<file path="config.mk">
export PLATFORM = sky130hd
export DESIGN_NAME = rank_pwr_ctrl
export DESIGN_NICKNAME = d
export VERILOG_FILES = /design/src/rtl/rank_pwr_pkg.sv /design/src/rtl/rank_evt_counter.sv /design/src/rtl/rank_exit_timer.sv /design/src/rtl/rank_pwr_fsm.sv /design/src/rtl/rank_pwr_ctrl.sv
export SDC_FILE = /design/constraint.sdc
export NUM_CORES = 1
export LEC_CHECK = 0
export ABC_AREA = 1
export BUFFER_PORTS_ARGS = -buffer_cell sky130_fd_sc_hd__buf_4
export CORE_MARGIN = 2
export CORE_UTILIZATION = 57
export DETAILED_ROUTE_END_ITERATION = 8
export PLACE_DENSITY = 0.85
export SYNTH_ARGS = -nofsm -noshare
export SYNTH_HDL_FRONTEND = slang
export SYNTH_SLANG_ARGS = --single-unit
</file>
<file path="constraint.sdc">
create_clock -name clk -period 6.51 [get_ports clk]
set_input_delay 0.651 -clock clk [delete_from_list [all_inputs] [get_ports clk]]
set_output_delay 0.651 -clock clk [all_outputs]
set_load 0.01 [all_outputs]
</file>
<file path="src/rtl/rank_pwr_pkg.sv">
package rank_pwr_pkg;

   typedef enum logic [2:0] {
      PS_ACT  = 3'd0,
      PS_APD  = 3'd1,
      PS_PPD  = 3'd2,
      PS_SREF = 3'd3,
      PS_WAKE = 3'd4
   } pwr_state_e;

endpackage

</file>
<file path="src/rtl/rank_evt_counter.sv">
// Saturating count of command events that are scheduled but not yet complete.
module rank_evt_counter #(
   parameter int CNT_W = 4
) (
   input  logic             clk,
   input  logic             rst_n,
   input  logic             inc_burst,
   input  logic             inc_pre,
   input  logic             inc_ref,
   input  logic             dec_rd,
   input  logic             dec_wr,
   input  logic             dec_pre,
   input  logic             dec_ref,
   output logic [CNT_W-1:0] cnt_o,
   output logic             zero_nxt_o
);
   localparam int SUM_W = CNT_W + 3;
   localparam int MAXV  = (1 << CNT_W) - 1;

   logic [CNT_W-1:0] cnt_q, cnt_nxt;
   logic [SUM_W-1:0] inc_v, dec_v, sum_v, rem_v;

   always_comb begin
      inc_v = SUM_W'(inc_burst) + SUM_W'(inc_pre) + SUM_W'(inc_ref);
      dec_v = SUM_W'(dec_rd) + SUM_W'(dec_wr) + SUM_W'(dec_pre) + SUM_W'(dec_ref);
      sum_v = SUM_W'(cnt_q) + inc_v;
      rem_v = (sum_v < dec_v) ? '0 : (sum_v - dec_v);
      if (rem_v > SUM_W'(MAXV)) cnt_nxt = CNT_W'(MAXV);
      else                      cnt_nxt = rem_v[CNT_W-1:0];
   end

   always_ff @(posedge clk or negedge rst_n) begin
      if (!rst_n) cnt_q <= '0;
      else        cnt_q <= cnt_nxt;
   end

   assign cnt_o      = cnt_q;
   assign zero_nxt_o = (cnt_nxt == '0);
endmodule

</file>
<file path="src/rtl/rank_exit_timer.sv">
// Down-counter timing the wake-up latency; done while the count is 1 or below.
module rank_exit_timer #(
   parameter int LAT_W = 8
) (
   input  logic             clk,
   input  logic             rst_n,
   input  logic             load_i,
   input  logic [LAT_W-1:0] val_i,
   output logic             done_o
);
   logic [LAT_W-1:0] cnt_q;

   always_ff @(posedge clk or negedge rst_n) begin
      if (!rst_n)              cnt_q <= '0;
      else if (load_i)         cnt_q <= val_i;
      else if (cnt_q != '0)    cnt_q <= cnt_q - LAT_W'(1);
   end

   assign done_o = (cnt_q <= LAT_W'(1));
endmodule

</file>
<file path="src/rtl/rank_pwr_fsm.sv">
// Entry/exit decisions and the refresh-path bookkeeping.
module rank_pwr_fsm
   import rank_pwr_pkg::*;
#(
   parameter int Q_W   = 6,
   parameter int LAT_W = 8
) (
   input  logic             clk,
   input  logic             rst_n,
   input  logic             lp_en,
   input  logic             cnt_zero_nxt,
   input  logic             rd_resp_done,
   input  logic             pre_done,
   input  logic             ref_due,
   input  logic             ref_done,
   input  logic             bank_open,
   input  logic [Q_W-1:0]   rdq_occ,
   input  logic [Q_W-1:0]   wrq_occ,
   input  logic             bus_wr,
   input  logic [LAT_W-1:0] pd_lat,
   input  logic [LAT_W-1:0] sr_lat,
   input  logic             timer_done,
   output logic             timer_load,
   output logic [LAT_W-1:0] timer_val,
   output logic             ref_grant_o,
   output logic             pd_enter_o,
   output logic             pd_exit_o,
   output logic             sr_enter_o,
   output logic             sr_exit_o,
   output logic             ref_pend_o,
   output logic             in_lp_o,
   output pwr_state_e       state_o
);
   pwr_state_e state_q, state_nxt, pre_ref_q, pre_ref_nxt;
   logic wake_ref_q, wake_ref_nxt, pend_q, pend_nxt;
   logic ent_pd, ent_sr, ex_pd, ex_sr, grant;
   logic grant_q, ent_pd_q, ent_sr_q, ex_pd_q, ex_sr_q;
   logic rd_any, wr_any, q_any, idle_gate, pd_wake, sr_wake;

   always_comb begin
      rd_any    = (rdq_occ != '0);
      wr_any    = (wrq_occ != '0);
      q_any     = rd_any | wr_any;
      idle_gate = lp_en & cnt_zero_nxt & ~pend_q & ~q_any;
      pd_wake   = ~lp_en | q_any | ref_due;
      sr_wake   = ~lp_en | rd_any | (wr_any & bus_wr);
   end

   always_comb begin
      state_nxt    = state_q;
      pre_ref_nxt  = pre_ref_q;
      wake_ref_nxt = wake_ref_q;
      pend_nxt     = pend_q;
      ent_pd       = 1'b0;
      ent_sr       = 1'b0;
      ex_pd        = 1'b0;
      ex_sr        = 1'b0;
      grant        = 1'b0;
      timer_load   = 1'b0;
      timer_val    = pd_lat;
      unique case (state_q)
         PS_ACT: begin
            if (pend_q && ref_done) begin
               pend_nxt = 1'b0;
               if (lp_en && cnt_zero_nxt) begin
                  if (pre_ref_q == PS_APD) begin
                     state_nxt = PS_PPD;
                     ent_pd    = 1'b1;
                  end else if (pre_ref_q == PS_PPD) begin
                     if (q_any) begin
                        state_nxt = PS_PPD;
                        ent_pd    = 1'b1;
                     end else begin
                        state_nxt = PS_SREF;
                        ent_sr    = 1'b1;
                     end
                  end
               end
            end else if (!pend_q && ref_due) begin
               grant       = 1'b1;
               pend_nxt    = 1'b1;
               pre_ref_nxt = PS_ACT;
            end else if (idle_gate && rd_resp_done) begin
               state_nxt = bank_open ? PS_APD : PS_PPD;
               ent_pd    = 1'b1;
            end else if (idle_gate && pre_done && !bank_open) begin
               state_nxt = PS_PPD;
               ent_pd    = 1'b1;
            end
         end
         PS_APD, PS_PPD: begin
            if (pd_wake) begin
               state_nxt    = PS_WAKE;
               ex_pd        = 1'b1;
               timer_load   = 1'b1;
               timer_val    = pd_lat;
               wake_ref_nxt = ref_due;
               if (ref_due) pre_ref_nxt = state_q;
            end
         end
         PS_SREF: begin
            if (sr_wake) begin
               state_nxt    = PS_WAKE;
               ex_sr        = 1'b1;
               timer_load   = 1'b1;
               timer_val    = sr_lat;
               wake_ref_nxt = 1'b0;
            end
         end
         PS_WAKE: begin
            if (timer_done) begin
               state_nxt = PS_ACT;
               if (wake_ref_q) begin
                  grant        = 1'b1;
                  pend_nxt     = 1'b1;
                  wake_ref_nxt = 1'b0;
               end
            end
         end
         default: state_nxt = PS_ACT;
      endcase
   end

   always_ff @(posedge clk or negedge rst_n) begin
      if (!rst_n) begin
         state_q    <= PS_ACT;
         pre_ref_q  <= PS_ACT;
         wake_ref_q <= 1'b0;
         pend_q     <= 1'b0;
         grant_q    <= 1'b0;
         ent_pd_q   <= 1'b0;
         ent_sr_q   <= 1'b0;
         ex_pd_q    <= 1'b0;
         ex_sr_q    <= 1'b0;
      end else begin
         state_q    <= state_nxt;
         pre_ref_q  <= pre_ref_nxt;
         wake_ref_q <= wake_ref_nxt;
         pend_q     <= pend_nxt;
         grant_q    <= grant;
         ent_pd_q   <= ent_pd;
         ent_sr_q   <= ent_sr;
         ex_pd_q    <= ex_pd;
         ex_sr_q    <= ex_sr;
      end
   end

   assign ref_grant_o = grant_q;
   assign pd_enter_o  = ent_pd_q;
   assign sr_enter_o  = ent_sr_q;
   assign pd_exit_o   = ex_pd_q;
   assign sr_exit_o   = ex_sr_q;
   assign ref_pend_o  = pend_q;
   assign in_lp_o     = ent_pd | ent_sr | (state_q != PS_ACT);
   assign state_o     = state_q;
endmodule

</file>
<file path="src/rtl/rank_pwr_ctrl.sv">
module rank_pwr_ctrl
   import rank_pwr_pkg::*;
#(
   parameter int Q_W   = 6,
   parameter int LAT_W = 8,
   parameter int CNT_W = 4
) (
   input  logic             clk,
   input  logic             rst_n,
   input  logic             lp_en,
   input  logic             sched_burst,
   input  logic             sched_pre,
   input  logic             burst_rd_done,
   input  logic             burst_wr_done,
   input  logic             pre_done,
   input  logic             ref_due,
   input  logic             ref_done,
   input  logic             any_bank_open,
   input  logic [Q_W-1:0]   rdq_occ,
   input  logic [Q_W-1:0]   wrq_occ,
   input  logic             bus_is_wr,
   input  logic [LAT_W-1:0] pd_exit_lat,
   input  logic [LAT_W-1:0] sr_exit_lat,
   output logic             ref_grant,
   output logic             pd_enter,
   output logic             pd_exit,
   output logic             sr_enter,
   output logic             sr_exit,
   output logic             rank_ready,
   output logic             in_low_power,
   output logic [2:0]       pwr_state
);
   initial begin
      assert (Q_W >= 1)   else $error("Q_W must be at least 1");
      assert (LAT_W >= 2) else $error("LAT_W must be at least 2");
      assert (CNT_W >= 2) else $error("CNT_W must be at least 2");
   end

   logic [CNT_W-1:0] evt_cnt;
   logic             cnt_zero_nxt;
   logic             ref_pend;
   logic             tmr_load, tmr_done;
   logic [LAT_W-1:0] tmr_val;
   pwr_state_e       st;

   rank_evt_counter #(.CNT_W(CNT_W)) u_cnt (
      .clk        (clk),
      .rst_n      (rst_n),
      .inc_burst  (sched_burst),
      .inc_pre    (sched_pre),
      .inc_ref    (ref_grant),
      .dec_rd     (burst_rd_done),
      .dec_wr     (burst_wr_done),
      .dec_pre    (pre_done),
      .dec_ref    (ref_done),
      .cnt_o      (evt_cnt),
      .zero_nxt_o (cnt_zero_nxt)
   );

   rank_exit_timer #(.LAT_W(LAT_W)) u_tmr (
      .clk    (clk),
      .rst_n  (rst_n),
      .load_i (tmr_load),
      .val_i  (tmr_val),
      .done_o (tmr_done)
   );

   rank_pwr_fsm #(.Q_W(Q_W), .LAT_W(LAT_W)) u_fsm (
      .clk          (clk),
      .rst_n        (rst_n),
      .lp_en        (lp_en),
      .cnt_zero_nxt (cnt_zero_nxt),
      .rd_resp_done (burst_rd_done),
      .pre_done     (pre_done),
      .ref_due      (ref_due),
      .ref_done     (ref_done),
      .bank_open    (any_bank_open),
      .rdq_occ      (rdq_occ),
      .wrq_occ      (wrq_occ),
      .bus_wr       (bus_is_wr),
      .pd_lat       (pd_exit_lat),
      .sr_lat       (sr_exit_lat),
      .timer_done   (tmr_done),
      .timer_load   (tmr_load),
      .timer_val    (tmr_val),
      .ref_grant_o  (ref_grant),
      .pd_enter_o   (pd_enter),
      .pd_exit_o    (pd_exit),
      .sr_enter_o   (sr_enter),
      .sr_exit_o    (sr_exit),
      .ref_pend_o   (ref_pend),
      .in_lp_o      (in_low_power),
      .state_o      (st)
   );

   assign pwr_state  = st;
   assign rank_ready = (st == PS_ACT);
endmodule

</file>
## After elaboration in Yosys (flattened, before gate mapping)

Cells that the tools add are included.

| operators by class | value |
|---|---|
| add/subtract/negate cells | 8 |
| multiply operators | 0 |
| div/mod/pow operators | 0 |
| order comparisons | 3 |
| equality and inequality tests | 18 |
| shifts and indexed selects | 0 |
| muxes and demuxes | 58 |
| bitwise logic cells | 14 |
| reductions and logical operators | 23 |

Operators by type and width:

| operator | count |
|---|---|
| $mux 3 | 14 |
| $mux 8 | 4 |
| $mux 1 | 31 |
| $add 7x1->7 | 3 |
| $pmux 3 s4 | 1 |
| $reduce_bool 6->1 | 2 |
| $eq 3x2->1 const B | 3 |
| $le 8x1->1 const B | 1 |
| $ne 2x1->1 const B | 4 |
| $reduce_and 4->1 | 2 |
| $reduce_bool 8->1 | 1 |
| $sub 8x1->8 const B | 1 |
| $add 4x7->7 | 1 |
| $gt 7x4->1 const B | 1 |
| $lt 7x7->1 | 1 |
| $mux 7 | 1 |
| $or 1x1->1 | 7 |
| $reduce_and 7->1 | 1 |
| $sub 7x7->7 | 1 |
| $eq 3x1->1 const B | 2 |
| $logic_and 1x1->1 | 6 |
| $ne 2x2->1 const B | 3 |
| $pmux 1 s2 | 3 |
| $pmux 3 s2 | 1 |
| 19 further kinds | 29 |

| word-level totals | value |
|---|---|
| register bits | 25 |
| latch bits | 0 |
| memory bits (writable) | 0 |
| ROM bits | 0 |
| logic and storage cells | 135 |
| memories kept | 0 |

## Logic depth before layout (Yosys ltp)

Gate-level depths: netlist of run 1.

| depth | value |
|---|---|
| depth after elaboration | 20 |
| gate-level depth with buffers | 24 |

## Modules after synthesis

From an unflattened synthesis of run 1, not the netlist that was laid out.

| unflattened totals | value |
|---|---|
| cell total of the unflattened synthesis | 292 |
| area total of the unflattened synthesis | 2034.5 sq um |

Modules (own cells, without submodules):

| module | times used | cells an instance | area each (sq um) |
|---|---|---|---|
| rank_pwr_fsm | 1 | 139 | 934.6 |
| rank_exit_timer | 1 | 83 | 561.8 |
| rank_evt_counter | 1 | 66 | 520.5 |
| rank_pwr_ctrl | 1 | 4 | 17.5 |

## Worst setup path after synthesis of run 1

OpenSTA, ideal clock, no wires.

| timing path | value |
|---|---|
| kind | input -> output |
| from | input sched_burst |
| to | output in_low_power |
| data arrival time | 3.297 ns |
| required time | 5.859 ns |
| slack | 2.562 ns |
| cell stages on the path | 22 |
| cell sequence | ha_1 -> inv_1 -> fa_1 -> inv_1 -> fa_1 -> nand2_1 -> inv_1 -> nor2_1 -> ha_1 -> nand2_1 -> nand2_1 -> nor2_2 -> inv_1 -> nand3_1 -> nand2_1 -> inv_2 -> nand3_1 -> nor2_2 -> nand4_1 -> nand2_2 -> nand2_1 -> a21oi_1 |

| between the ends | value |
|---|---|
| word-level cells in the longest chain between the ends | 20 |

Ends and longest elaborated chain:

| item | line | text |
|---|---|---|
| start: declaration | rank_pwr_ctrl.sv:11 | `input logic sched_burst,` |
| $add 1x1->2 * | rank_evt_counter.sv:24 | `inc_v = SUM_W'(inc_burst) + SUM_W'(inc_pre) + SUM_W'(inc_ref);` |
| $add 7x1->7 * | rank_evt_counter.sv:24 |  |
| $add 4x7->7 * | rank_evt_counter.sv:26 | `sum_v = SUM_W'(cnt_q) + inc_v;` |
| $sub 7x7->7 / $lt 7x7->1 (equally long branches) | rank_evt_counter.sv:27 | `rem_v = (sum_v < dec_v) ? '0 : (sum_v - dec_v);` |
| $mux 7 * | rank_evt_counter.sv:27 |  |
| $gt 7x4->1 | rank_evt_counter.sv:28 | `if (rem_v > SUM_W'(MAXV)) cnt_nxt = CNT_W'(MAXV);` |
| $mux 4 * | rank_evt_counter.sv:28 |  |
| $logic_not 4->1 * | rank_evt_counter.sv:38 | `assign zero_nxt_o = (cnt_nxt == '0);` |
| $and 1x1->1 (3 in a row) | rank_pwr_fsm.sv:44 | `idle_gate = lp_en & cnt_zero_nxt & ~pend_q & ~q_any;` |
| $logic_and 1x1->1 (2 in a row) | rank_pwr_fsm.sv:86 | `end else if (idle_gate && pre_done && !bank_open) begin` |
| $mux 1 | rank_pwr_fsm.sv:86 |  |
| $mux 1 | rank_pwr_fsm.sv:83 | `end else if (idle_gate && rd_resp_done) begin` |
| $mux 1 | rank_pwr_fsm.sv:79 | `end else if (!pend_q && ref_due) begin` |
| $mux 1 | rank_pwr_fsm.sv:63 | `if (pend_q && ref_done) begin` |
| $mux 1 | rank_pwr_fsm.sv:61 | `unique case (state_q)` |
| $or 1x1->1 * (2 in a row) | rank_pwr_fsm.sv:154 | `assign in_lp_o = ent_pd \| ent_sr \| (state_q != PS_ACT);` |
| end: declaration | rank_pwr_ctrl.sv:30 | `output logic in_low_power,` |

Mark *: on every way between the ends. The rest lies on a longest branch, timed or not.

## Worst setup path after layout of run 1

Ends and elaborated chain as after synthesis.

==> results by group, run 1 <==
Detailed routing
  – Vias per cell: 5.020
  – DR top layer: met4
  – DR WL met2: 2.074 mm
  – Drc violations: 0
  – Drt pass-1 iters: 4
  – Met3 Routed Length: 200 um
  – Wl on met1: 1.727 mm
  – Total wire length: 4.037 mm
  – 1st-iter DRT viols: 75
  – Post-DRT Antenna Nets: 0
  – Vias: 1,797
  – Routed wire per std cell: 11.28 um

Worst setup path
  – Flop2flop setup slack: 3.34 ns
  – Critical path startpoint category: primary input
  – Setup crit end: in_low_power
  – Worst Setup End Kind: output pin
  – Launching point of the worst reg2reg path: u_fsm.ref_grant_o
  – Slowest cell on the critical path: fa_1
  – Crit Path Category: primary input to output pin
  – Worst reg2reg path endpoint: u_fsm.state_o[1]
  – Cell Chain, Critical Path: buf_4, ha_1, inv_1, fa_1, inv_1, fa_1, nand2_1, inv_1, nor2_1, ha_1, nand2_1, nand2_1, nor2_2, inv_1, nand3_1, nand2_1, inv_2, nand3_1, nor2_2, nand4_1, nand2_2, nand2_1, a21oi_1, buf_4
  – Critical path's top delay family: adder cells
  – CP Max Fanout: 4
  – Crit path from: sched_burst
  – Crit path arrival time: 3.68 ns
  – R2r worst-path depth: 22
  – Buf/Inv on CP: 7
  – Req. time, crit path: 5.86 ns
  – Crit-path max cell delay: 0.35 ns
  – Most frequent CP cell: nand2_1
  – Crit path depth: 24

CTS
  – Hold buffer count at cts: 0
  – H-tree levels: 1
  – Setup bufs post-CTS: 0
  – CTS root buffer: clkbuf_4
  – Num Clock Sinks: 25
  – Later-pin clock latency in the skew report: 0.32 ns
  – CTS Buffer Depth: 2
  – Inserted Clock Buffers: 3
  – CTS tree: built
  – Worst-path clk slew: 0.15 ns
  – CTS resizes: 0

Finish
  – Fin nets: 368
  – Diode count: 0
  – Utilization after layout: 75.20%
  – Area Overhead vs Synth: 23.59%
  – Layout filler cell count: 289
  – Share of cells above drive strength 1: 23.89%

Power
  – Max VDD drop: 0.2576 mV
  – Total power: 0.001084 W
  – Static Leak: 1.254 nW
  – Pwr/cell area: 464.4 nW/um2

Hold path
  – Worst Hold Class: primary input to asynchronous set/reset pin

Place
  – HPWL after DPL: 3.360 mm
  – PortBufs: 49
  – Gpl congestion: 0.8387

Synthesis
  – Synth top cells by count: 52 x nor2_1, 46 x inv_1, 39 x nand2_1
  – Library cells used by synthesis: 32
  – Top-count cell post-synth: nor2_1
  – Synth top area share: 33.13%
  – Synth top area cells: dfrtp_1 33%, nor2_1 10%, inv_1 9.1%
  – Main synth FF type: dfrtp_1
  – Largest area contributor in the netlist: dfrtp_1
  – Asr flop ratio synth: 100.0%
  – Number of synthesized register bits: 25
  – Post-synth EDFFs: 0
  – Synth warnings: 0
  – Post-Syn Instances: 262
  – Post-synthesis sequential area ratio: 33.13%
  – Syn Nets: 315
  – Avg Cell Area, Syn: 7.206 um2
  – Synthesized area: 1888 um2

STA
  – Max-slew headroom: 74.72%
  – Fin Hold WS: 0.1956 ns
  – Max Freq: 230.7 MHz
  – Worst-Margin Slew: 0.3753 ns
  – Crit path time final: 4.335 ns
  – Final setup fails: 0
  – RSZ-0062 raised after global routing: no
  – Final TNS setup: 0 ns
  – Clock skew: 0.009585 ns
  – Final Hold Fails: 0
  – Tcrit/Tclk final: 66.59%
  – Final Slew Violations: 0

GRT
  – Largest net degree at the start of global routing: 26
  – Antenna violations before repair: 0
  – Tot GR Track Use: 24.18%
  – First-pass GRT wire length: 6.851 mm
  – Grt ovf: 0
  – Vias in the first global route: 1,692

Floorplan
  – Cell row count: 20
  – Core Footprint: 3103 um2
  – Chip width: 61.56 um
  – Ports: 50
  – Initial core utilization: 60.85%
  – Die Ht: 61.56 um
  – Total die area: 3789 um2

Flow run
  – Max_cap viols: 0

Status
  – Status: finished, final reports clean
[area by class of cell]
| type | count | area (um2) | area share, % |
|---|---|---|---|
| multi-input cells | 187 | 1071 | 45.90 |
| flip-flops and latches | 25 | 625.6 | 26.81 |
| repair buffers | 49 | 367.9 | 15.76 |
| inverters | 49 | 183.9 | 7.882 |
| well taps | 44 | 55.05 | 2.359 |
| clock buffers | 3 | 22.52 | 0.9651 |
| clock inverters | 1 | 7.507 | 0.3217 |
[registers in the layout, summed over array words and instances, names as in the netlist]
| register | flops |
|---|---|
| u_fsm.sr_exit_o | 1 |
| u_fsm.ref_grant_o | 1 |
| u_fsm.wake_ref_q | 1 |
| u_tmr.cnt_q | 8 |
| u_fsm.pre_ref_q | 3 |
| u_cnt.cnt_o | 4 |
| u_fsm.pd_exit_o | 1 |
| u_fsm.sr_enter_o | 1 |
| u_fsm.ref_pend_o | 1 |
| u_fsm.pd_enter_o | 1 |
| u_fsm.state_o | 3 |
[where the power goes]
group / switching [W] / internal, W
clock network: 0.0000503 / 0.0000235
logic: 0.000453 / 0.000283
registers: 0.0000468 / 0.000227
[stage by stage]
stage               worst slack [ns]  cells  area, um2
floorplan                      2.562    262       1888
global placement               2.297    354       2303
detailed placement             2.172    354       2303
CTS                            2.168    358       2333
global route                   1.855    358       2333
finish                         2.175    358       2333
[how the worst min path moves through the flow]
| stage | to | slack (ns) |
|---|---|---|
| 6_report | u_fsm.pre_ref_q[0] | 0.20 |
| 4_1_cts | u_fsm.pre_ref_q[0] | 0.20 |
| 5_1_grt | u_fsm.pre_ref_q[1] | 0.20 |
| 3_3_place_gp | u_fsm.wake_ref_q | 0.48 |
| 3_5_place_dp | u_fsm.wake_ref_q | 0.49 |
| 2_1_floorplan | u_cnt.cnt_o[0] | 0.36 |
[worst reg2reg max path, delay by kind of cell, from the launching register on]
family	cells	cell delay (ns)
fa+ha+maj	3	0.96
simple gates	12	1.13
compound gates	1	0.18
flops	1	0.39
buf+inv	6	0.43
[routing by layer]
layer  vias up  GRT usage [%]
li1        932              -
met1       790          27.88
met2        69          45.71
met3         6          3.992
met4         0          6.383
met5         -              0
[placed cells by master, fill, tap and decap left out, drive strengths merged, types with 5 or more instances in the layout]
cell type / count
nor2: 58
o21ai: 17
nand4: 5
buf: 49
ha: 9
inv: 48
nand2: 46
a21oi: 10
dfrtp: 25
nand3: 22
[kinds of logic (layout without fill, tap and decap cells)]
group                      count (synthesis)  count (layout)  share of synthesized area [%]
adders and majority gates                 13              13                          10.21
buffers and inverters                     50             102                          10.14
and+or+nand+nor                          135             135                          33.67
DFF                                       25              25                          33.13
AOI/OAI and AO/OA                         34              34                          10.54
xor gates and xnor gates                   5               5                          2.320
No activity file was read; power rests on OpenSTA's default activity.
==> run 2: changes to the inputs <==
--- a/config.mk
+++ b/config.mk
@@ -5,12 +5,12 @@
 export SDC_FILE = /design/constraint.sdc
 export NUM_CORES = 1
 export LEC_CHECK = 0
-export ABC_AREA = 1
+export ABC_AREA = 0
 export BUFFER_PORTS_ARGS = -buffer_cell sky130_fd_sc_hd__buf_4
 export CORE_MARGIN = 2
-export CORE_UTILIZATION = 57
+export CORE_UTILIZATION = 53
 export DETAILED_ROUTE_END_ITERATION = 8
-export PLACE_DENSITY = 0.85
+export PLACE_DENSITY = 0.8
 export SYNTH_ARGS = -nofsm -noshare
 export SYNTH_HDL_FRONTEND = slang
 export SYNTH_SLANG_ARGS = --single-unit
==> constraint.sdc (replaced) <==
create_clock -name clk -period 4.3 [get_ports clk]
set_input_delay 0.43 -clock clk [delete_from_list [all_inputs] [get_ports clk]]
set_output_delay 0.43 -clock clk [all_outputs]
set_load 0.01 [all_outputs]
==> run 2 against run 1 <==
Via count up 0.33%; die area up 10%; critical endpoint unchanged; sequential power up 49%; sequential share of layout area down 0.63 points; core utilization down 8.9 points; global-route usage down 1.7 points; clock skew down 0.0082 ns; final cell count down 10%; final area up 2.4%; largest power group unchanged; critical path type unchanged; area after synthesis up 3.3%.
==> results by group, run 2 <==
Status
  – Status: finished, final reports clean

Power
  – Total power: 0.001361 W
  – Max VDD drop: 0.2672 mV
  – Static Leak: 1.115 nW
  – Pwr/cell area: 569.4 nW/um2

STA
  – Crit path time final: 3.798 ns
  – Max Freq: 263.3 MHz
  – Final Hold Fails: 0
  – Tcrit/Tclk final: 88.32%
  – Worst-Margin Slew: 0.9633 ns
  – Clock skew: 0.001423 ns
  – RSZ-0062 raised after global routing: no
  – Final WS setup: 0.5021 ns
  – Final Slew Violations: 0
  – Final TNS setup: 0 ns
  – Max-slew headroom: 35.43%
  – Final setup fails: 0

Finish
  – FF+latch area: 625.6 um2
  – Diode count: 0
  – Fin nets: 328
  – Layout filler cell count: 324
  – Area Overhead vs Synth: 22.51%
  – Largest reg by FF count: u_tmr.cnt_q
  – Commonest non-fill, non-tap cell in the layout: buf_4
  – Flip-flop count of the largest register after layout: 8
  – Fin area: 2390 um2
  – Share of cells above drive strength 1: 26.28%
  – Area of the multi-input gates: 1186 um2
  – Most frequent cells in the layout: 49 x buf_4, 26 x inv_1, 25 x nor2_1, 25 x dfrtp_1, 24 x nand2_1

Synthesis
  – Largest family of logic cells by synthesized area: simple AND/OR/NAND/NOR gates
  – Synth warnings: 0
  – Synth Area in Simple Gates: 23.73%
  – Complex-gate fraction of the synthesized area: 20.72%
  – Post-synthesis sequential area ratio: 32.07%
  – Asr flop ratio synth: 100.0%
  – Post-Syn Instances: 229
  – Post-synth EDFFs: 0
  – Library cells used by synthesis: 50
  – Synthesized area: 1951 um2
  – Avg Cell Area, Syn: 8.518 um2
  – Largest area contributor in the netlist: dfrtp_1
  – Synth top cells by count: 26 x inv_1, 25 x dfrtp_1, 25 x nor2_1
  – Number of synthesized register bits: 25
  – Syn Nets: 282
  – Synth Area in XOR/XNOR: 3.977%
  – Top-count cell post-synth: inv_1
  – Main synth FF type: dfrtp_1
  – Adder-Cell Fraction of Synth Area: 10.39%
  – Synth top area cells: dfrtp_1 32%, ha_1 5.8%, a21oi_1 5.1%
  – Synth top area share: 32.07%
  – Mux contribution to synthesized area: 1.732%

Floorplan
  – Initial core utilization: 54.09%
  – Total die area: 4182 um2
  – Die Ht: 64.67 um
  – Core Footprint: 3606 um2
  – Cell row count: 22
  – Chip width: 64.67 um
  – Ports: 50

Worst setup path
  – CP Max Fanout: 4
  – Worst Setup End Kind: output pin
  – Crit Path Category: primary input to output pin
  – Req. time, crit path: 3.87 ns
  – Crit path arrival time: 3.37 ns
  – Critical path startpoint category: primary input
  – Flop2flop setup slack: 1.02 ns

Detailed routing
  – Vias per cell: 5.599
  – Vias: 1,803
  – Post-DRT Antenna Nets: 0
  – 1st-iter DRT viols: 126
  – Total wire length: 4.293 mm
  – Drt pass-1 iters: 4
  – Routed wire per std cell: 13.33 um
  – Drc violations: 0

GRT
  – Antenna violations before repair: 0
  – Grt ovf: 0
  – Tot GR Track Use: 22.47%
  – First-pass GRT wire length: 7.341 mm
  – Vias in the first global route: 1,707
  – Largest net degree at the start of global routing: 26

CTS
  – Setup bufs post-CTS: 0
  – Num Clock Sinks: 25
  – CTS tree: built
  – H-tree levels: 1
  – Inserted Clock Buffers: 3
  – Worst-path clk slew: 0.09 ns
  – CTS resizes: 0
  – CTS Buffer Depth: 2
  – Later-pin clock latency in the skew report: 0.27 ns
  – CTS root buffer: clkbuf_8
  – Hold buffer count at cts: 0

Place
  – Cell area after placement: 2341 um2
  – Place WS: 0.5010 ns
  – Gpl congestion: 0.8654
  – HPWL after DPL: 3.397 mm
  – PortBufs: 49

Hold path
  – Worst Hold Class: primary input to asynchronous set/reset pin

Flow run
  – Max_cap viols: 0
==> run 2: final cells by class <==
type / count / area share [%]
inverters: 27 / 4.241
repair buffers: 49 / 15.39
well taps: 48 / 2.513
clock buffers: 3 / 1.728
clock inverters: 1 / 0.3141
multi-input cells: 169 / 49.63
flip-flops and latches: 25 / 26.18
==> run 2: layer usage <==
layer  GRT usage [%]  wire [um]  vias up
li1                -          -      886
met1           28.97       1938      858
met2           37.63       2116       53
met3           4.514        186        6
met4           7.713         52        0
met5               0          0        -
==> run 2: critical path: stages <==
cell and delay [ns]:
buf_4 0.11, ha_1 0.26, inv_1 0.04, fa_1 0.42
inv_1 0.09, fa_1 0.43, ha_1 0.29, nor2b_1 0.12
o21ai_1 0.12, or3b_4 0.42, nor4_4 0.25, nor3_1 0.07
o21ai_0 0.17, buf_4 0.14
==> run 2: power by group <==
| group | total, W | internal (W) | switching [W] |
|---|---|---|---|
| Clock | 0.000143 | 0.0000657 | 0.0000773 |
| Combinational | 0.000811 | 0.000363 | 0.000448 |
| Sequential | 0.000407 | 0.000314 | 0.0000925 |
| Total | 0.00136 | 0.000743 | 0.000618 |
==> run 2: worst paths after layout <==
path                                   startpoint          endpoint  cells past startpoint
worst max-delay path                  sched_burst      in_low_power                     14
worst min-delay path                        rst_n    u_tmr.cnt_q[5]                      1
worst max register to register  u_fsm.ref_grant_o  u_fsm.state_o[0]                     11
worst min register to register   u_fsm.wake_ref_q  u_fsm.wake_ref_q                      1
max in group asynchronous                   rst_n  u_fsm.state_o[1]                      1
min in group clk                   sr_exit_lat[4]    u_tmr.cnt_q[4]                      3
==> run 2: per-stage QoR <==
stage,hold slack [ns],instances,util [%]
after floorplan,0.1344,229,-
after CTS,0.04737,322,66.27
after global placement,0.3490,318,64.92
after global routing,0.06029,322,66.27
final,0.03975,322,66.27
after detailed placement,0.3523,318,64.92
==> run 2: kinds of logic (layout without fill, tap and decap cells) <==
group / after synthesis / after routing
AND/OR/NAND/NOR: 87 / 87
AO/OA/AOI/OAI: 57 / 57
XOR/XNOR: 8 / 8
flip-flops: 25 / 25
adder cells (fa/ha/maj): 14 / 14
multiplexers: 3 / 3
buffers and inverters: 35 / 80
